`config.mk`:
```
export PLATFORM = sky130hd
export DESIGN_NAME = trap_entry_seq
export DESIGN_NICKNAME = d
export VERILOG_FILES = /design/src/rtl/trap_seq_pkg.sv /design/src/rtl/trap_vector_calc.sv /design/src/rtl/trap_seq_fsm.sv /design/src/rtl/trap_entry_seq.sv
export SDC_FILE = /design/constraint.sdc
export NUM_CORES = 1
export LEC_CHECK = 0
export BUFFER_PORTS_ARGS = -buffer_cell sky130_fd_sc_hd__buf_4
export CELL_PAD_IN_SITES_DETAIL_PLACEMENT = 1
export CELL_PAD_IN_SITES_GLOBAL_PLACEMENT = 2
export CORE_MARGIN = 8
export CORE_UTILIZATION = 28
export CTS_CLUSTER_SIZE = 28
export DETAILED_ROUTE_END_ITERATION = 6
export GPL_TIMING_DRIVEN = 0
export PLACE_DENSITY = 0.82
export SYNTH_ARGS = -nofsm -noshare
export SYNTH_HDL_FRONTEND = slang
export SYNTH_SLANG_ARGS = --single-unit
```
`constraint.sdc`:
```
create_clock -name clk -period 4.2 [get_ports clk]
set_input_delay 0.42 -clock clk [delete_from_list [all_inputs] [get_ports clk]]
set_output_delay 0.42 -clock clk [all_outputs]
set_load 0.005 [all_outputs]
```
`src/rtl/trap_seq_pkg.sv`:
```
package trap_seq_pkg;
    typedef enum logic [1:0] {
        ST_IDLE,
        ST_VECTOR,
        ST_HALT,
        ST_OFF
    } seq_state_t;

    localparam logic [7:0] SHUTDOWN_TT = 8'h80;
endpackage

```
`src/rtl/trap_vector_calc.sv`:
```
module trap_vector_calc #(
    parameter int NWIN     = 8,
    parameter int XLEN     = 32,
    parameter int TTW      = 8,
    parameter int IRQ_BASE = 1
) (
    input  logic [TTW-1:0]          trap_type,
    input  logic [$clog2(NWIN)-1:0] cwp_in,
    input  logic [XLEN-1:0]         tbr_in,
    output logic [$clog2(NWIN)-1:0] cwp_next,
    output logic [XLEN-1:0]         vec_addr,
    output logic [XLEN-1:0]         vec_next,
    output logic                    is_irq
);
    localparam int CWPW  = $clog2(NWIN);
    localparam int LOW_W = TTW + 4;
    localparam int GRPW  = TTW - 4;

    // Window decrement with wrap; handles non power of two counts
    always_comb begin
        if (cwp_in == '0)
            cwp_next = CWPW'(NWIN - 1);
        else
            cwp_next = cwp_in - 1'b1;
    end

    always_comb begin
        vec_addr = {tbr_in[XLEN-1:LOW_W], trap_type, 4'b0000};
        vec_next = vec_addr + XLEN'(4);
        is_irq   = (trap_type[TTW-1:4] == GRPW'(IRQ_BASE));
    end
endmodule

```
`src/rtl/trap_seq_fsm.sv`:
```
module trap_seq_fsm
    import trap_seq_pkg::*;
(
    input  logic clk,
    input  logic rst_n,
    input  logic trap_req,
    input  logic en_in,
    input  logic is_shutdown,
    output logic go_vec,
    output logic in_vector,
    output logic halted,
    output logic shutdown_req
);
    seq_state_t state_q, state_d;

    always_comb begin
        state_d = state_q;
        unique case (state_q)
            ST_IDLE: begin
                if (trap_req) begin
                    if (en_in)            state_d = ST_VECTOR;  // accept
                    else if (is_shutdown) state_d = ST_OFF;     // power_off
                    else                  state_d = ST_HALT;    // fault
                end
            end
            ST_VECTOR: state_d = ST_IDLE;                       // return
            ST_HALT:   state_d = ST_HALT;
            ST_OFF:    state_d = ST_OFF;
            default:   state_d = ST_HALT;
        endcase
    end

    always_ff @(posedge clk or negedge rst_n) begin
        if (!rst_n) state_q <= ST_IDLE;
        else        state_q <= state_d;
    end

    always_comb begin
        go_vec       = 1'b0;
        in_vector    = 1'b0;
        halted       = 1'b0;
        shutdown_req = 1'b0;
        unique case (state_q)
            ST_IDLE:   go_vec       = trap_req & en_in;
            ST_VECTOR: in_vector    = 1'b1;
            ST_HALT:   halted       = 1'b1;
            ST_OFF:    shutdown_req = 1'b1;
            default:   halted       = 1'b1;
        endcase
    end

    p_done_after_accept_r2: assert property (@(posedge clk) disable iff (!rst_n)
        (state_q == ST_IDLE && trap_req && en_in) |=> in_vector);
    p_done_single_r2: assert property (@(posedge clk) disable iff (!rst_n)
        in_vector |=> !in_vector);
    p_halt_sticky_r8: assert property (@(posedge clk) disable iff (!rst_n)
        halted |=> halted && !shutdown_req);
    p_off_sticky_r9: assert property (@(posedge clk) disable iff (!rst_n)
        shutdown_req |=> shutdown_req && !halted);
    p_stopped_no_vector_r10: assert property (@(posedge clk) disable iff (!rst_n)
        (halted || shutdown_req) |=> !in_vector);
endmodule

```
`src/rtl/trap_entry_seq.sv`:
```
module trap_entry_seq
    import trap_seq_pkg::*;
#(
    parameter int NWIN     = 8,
    parameter int IRQ_BASE = 1
) (
    input  logic                    clk,
    input  logic                    rst_n,
    input  logic                    trap_req,
    input  logic [7:0]              trap_type,
    input  logic [31:0]             cur_pc,
    input  logic [31:0]             cur_npc,
    input  logic                    en_in,
    input  logic                    sup_in,
    input  logic                    psup_in,
    input  logic [$clog2(NWIN)-1:0] cwp_in,
    input  logic [31:0]             tbr_in,
    input  logic                    shutdown_opt,
    output logic                    en_out,
    output logic                    sup_out,
    output logic                    psup_out,
    output logic [$clog2(NWIN)-1:0] cwp_out,
    output logic [31:0]             tbr_out,
    output logic [31:0]             pc_out,
    output logic [31:0]             npc_out,
    output logic                    wr_en,
    output logic [$clog2(NWIN)-1:0] wr_win,
    output logic [31:0]             wr_l1_data,
    output logic [31:0]             wr_l2_data,
    output logic                    ack_valid,
    output logic [7:0]              ack_type,
    output logic                    done,
    output logic                    halted,
    output logic                    shutdown_req
);
    localparam int CWPW = $clog2(NWIN);
    localparam int XLEN = 32;
    localparam int TTW  = 8;

    logic [CWPW-1:0] cwp_next;
    logic [XLEN-1:0] vec_addr, vec_next;
    logic            is_irq, go_vec, in_vector, is_shutdown;

    // psup_in is replaced by the old supervisor bit on every trap
    logic unused_psup;
    assign unused_psup = psup_in;

    assign is_shutdown = shutdown_opt && (trap_type == SHUTDOWN_TT);

    trap_vector_calc #(
        .NWIN(NWIN), .XLEN(XLEN), .TTW(TTW), .IRQ_BASE(IRQ_BASE)
    ) u_calc (
        .trap_type(trap_type),
        .cwp_in   (cwp_in),
        .tbr_in   (tbr_in),
        .cwp_next (cwp_next),
        .vec_addr (vec_addr),
        .vec_next (vec_next),
        .is_irq   (is_irq)
    );

    trap_seq_fsm u_fsm (
        .clk         (clk),
        .rst_n       (rst_n),
        .trap_req    (trap_req),
        .en_in       (en_in),
        .is_shutdown (is_shutdown),
        .go_vec      (go_vec),
        .in_vector   (in_vector),
        .halted      (halted),
        .shutdown_req(shutdown_req)
    );

    logic irq_q;

    always_ff @(posedge clk or negedge rst_n) begin
        if (!rst_n) begin
            en_out     <= 1'b0;
            sup_out    <= 1'b0;
            psup_out   <= 1'b0;
            cwp_out    <= '0;
            tbr_out    <= '0;
            pc_out     <= '0;
            npc_out    <= '0;
            wr_l1_data <= '0;
            wr_l2_data <= '0;
            ack_type   <= '0;
            irq_q      <= 1'b0;
        end else if (go_vec) begin
            en_out     <= 1'b0;
            sup_out    <= 1'b1;
            psup_out   <= sup_in;
            cwp_out    <= cwp_next;
            tbr_out    <= vec_addr;
            pc_out     <= vec_addr;
            npc_out    <= vec_next;
            wr_l1_data <= cur_pc;
            wr_l2_data <= cur_npc;
            ack_type   <= trap_type;
            irq_q      <= is_irq;
        end
    end

    assign done      = in_vector;
    assign wr_en     = in_vector;
    assign wr_win    = cwp_out;
    assign ack_valid = in_vector & irq_q;

    p_cwp_wrap_r3: assert property (@(posedge clk) disable iff (!rst_n)
        done |-> cwp_out == (($past(cwp_in) == '0) ? CWPW'(NWIN - 1)
                                                    : CWPW'($past(cwp_in) - 1'b1)));
    p_saved_pc_r4: assert property (@(posedge clk) disable iff (!rst_n)
        wr_en |-> (wr_l1_data == $past(cur_pc)) && (wr_l2_data == $past(cur_npc)));
    p_mode_bits_r5: assert property (@(posedge clk) disable iff (!rst_n)
        done |-> sup_out && (psup_out == $past(sup_in)) && !en_out);
    p_vector_r6: assert property (@(posedge clk) disable iff (!rst_n)
        done |-> (npc_out == pc_out + 32'd4) && (pc_out[3:0] == 4'h0)
                 && (pc_out[11:4] == $past(trap_type)));
    p_ack_range_r7: assert property (@(posedge clk) disable iff (!rst_n)
        ack_valid |-> done && (ack_type[7:4] == 4'(IRQ_BASE)));
    p_halt_holds_state_r8: assert property (@(posedge clk) disable iff (!rst_n)
        halted |=> $stable(pc_out) && $stable(cwp_out));
endmodule

```
==> impl_metrics.yaml <==
synth:
  synth_top_family_by_area: "multiplexers"
  synth_compound_area_share_pct: 0.578
  synth-seq-cells: 100
  synth_simple_gate_area_share_pct: 2.26
  synth_area_per_cell_sq_um: 15.1
  synth_fa_ha_area_share_pct: 0.526
  netlist_area_sq_mm: 0.00476
  yosysTopAreaCell: "dfrtp_1"
  synth_area_leaders: "dfrtp_1, mux2_4, buf_4, mux2_2, buf_8"
  ys.flop_type: "dfrtp_1"
  synth_mux_area_share_pct: 27.8
  yosysWarnings: 0
  ys_seq_area_share_pct: 52.6
  yosysUniqueCellTypes: 24
  synth_top_cells_by_count: "dfrtp_1, buf_4, mux2_4"
  synth_cells: 315
  synth-xor-area-share_pct: 0
  yosysMostFrequentCell: "dfrtp_1"
  ys_async_sr_fraction_pct: 100
  synth_top_area_share_pct: 52.6
  synth_edf_count: 0
cells_and_area:
  syn_to_final_growth_pct: 57.2
  nets: 725
  final_util_pct: 45.1
  drive_gt1_share_pct: 77.5
  antenna_cells: 0
  finish.instance_area_sq_mm: 0.00748
  fin_cells: 833
  fillers: 1795
global_routing:
  first_global_vias: 3952
  grt.overflow.total: 0
  antenna_found_initial: 0
  grt.total_usage_pct: 13.9
  grt_pass1_wl_mm: 23.5
  grt_max_degree: 101
placement:
  hpwl_mm: 11.9
  dp_cells: 816
  placed_area_sq_mm: 0.00710
  gp_congestion: 0.786
  io_buffers: 270
  pre_cts_slack_ns: 2.53
outcome:
  status: "complete, no violations"
worst_setup_path:
  r2r_cells: 4
  cp.required_ns: 3.78
  crit_type: "register to output pin"
  end_kind: "output pin"
  worstPathArrival_ns: 1.28
  rrSetupSlack_ns: 2.56
  cp_max_fo: 6
  worstSetupStartpointType: "register"
detailed_routing:
  ant_nets: 0
  drtIter0Drc: 51
  drc_errors: 0
  vias_per_cell: 4.05
  drtPass1Iterations: 4
  wl_per_cell_um: 17.9
  vias: 3371
  wirelength_mm: 14.9
timing:
  finalSetupViolCount: 0
  fmax_mhz: 590
  finalWorstSetupSlack_ns: 2.50
  skew_ns: 0.0120
  fin_setup_tns_ns: 0
  min_period_ns: 1.70
  period_share_pct: 40.4
  final_max_slew_viol_count: 0
  whs_ns: 0.265
  rsz0062_at_grt: "false"
  hold_viol_final: 0
clock_network:
  root_buffer: "clkbuf_16"
  cts_sinks: 100
  clk-insertion-delay-late_ns: 0.34
  h-tree-depth: 3
  clk_pin_slew_ns: 0.07
  cts_inserted_buffers: 9
  cts_max_path_buffers: 2
  cts_tree: "built"
  cts_resized: 0
power_and_ir_drop:
  power_density_mw_per_mm2: 510
  power_leakage_nw: 3.93
  p_total_mw: 3.82
  ir_worst_vdd_v: 0.000181
floorplan:
  dieHeight_um: 146
  start_util_pct: 28.7
  die_w_um: 146
  coreArea_sq_mm: 0.0166
  rows: 47
  die_area_sq_mm: 0.0214
  ios: 296
job:
  max_cap_viol_count: 0
worst_hold_path:
  hold_path_depth: 2
  worstHoldPathType: "input pin to register"
[worst max-delay path, stage by stage (launching register included)]
cell     delay, ns
dfrtp_1       0.42
nor2b_1       0.25
and2_1        0.17
buf_4         0.11
[logic make-up after synthesis]
family	count (synthesis)
buf+inv	98
compound gates	4
fa+ha+maj	2
other cells	1
flops	100
mux	94
simple gates	16
[layout make-up]
cell class / count / area [sq um] / share of cell area (%)
timing repair buffer: 272 / 2070 / 27.6
inverter: 6 / 22.5 / 0.301
sequential: 100 / 2500 / 33.5
multi-input combinational: 128 / 1530 / 20.4
clock buffer: 9 / 225 / 3.01
tap: 220 / 275 / 3.68
clock inverter: 6 / 113 / 1.51
buffer: 92 / 746 / 9.97
[power by group]
group / switching [mW] / internal (mW) / total [mW]
registers: 0.204 / 1.21 / 1.42
clock network: 0.368 / 0.582 / 0.950
logic: 0.414 / 1.04 / 1.45
[per-layer routing]
metal	global-route usage [%]	share of wire [%]	up-vias
met4	5.05	1.7	0
met1	14.8	38	1655
met3	4.42	7.0	17
met5	0	0	-
li1	-	-	1549
met2	25.2	53	150
[state kept, by name, summed over array words and instances, names as in the netlist, 2 cells and up]
register and count:
wr_l1_data 32, wr_l2_data 32, pc_out 20, ack_type 7, cwp_out 3, npc_out 2, u_fsm.state_q 2
[timing repair]
action / in CTS / in global routing
setup buffers: 0 / 0
hold buffers: 0 / 1
endpoints found under the hold margin: 0 / 29
[cells in the final DEF (no fill, tap or decap), drive strengths merged]
cell           n
and2           2
bufinv         3
nor3b          1
nor2b          2
and4bb         2
ha             2
a311o          1
dfrtp        100
mux2i          1
o21ai          1
a31oi          2
dlygate4sd3    1
conb          12
buf          363
mux2          93
inv            7
clkinv         2
nor3           2
nor2           3
or2            2
nand2          1
clkbuf         9
nand4b         1
[worst paths after layout]
check,from,end
worst max-delay path,u_fsm.state_q[0],ack_valid
worst min register to register,wr_l1_data[14],wr_l1_data[14]
min in group asynchronous,rst_n,wr_l2_data[16]
worst min-delay path,cwp_in[0],cwp_out[0]
worst max register to register,u_fsm.state_q[0],wr_l2_data[26]
max in group asynchronous,rst_n,wr_l2_data[26]
No activity file was read; power rests on OpenSTA's default activity.
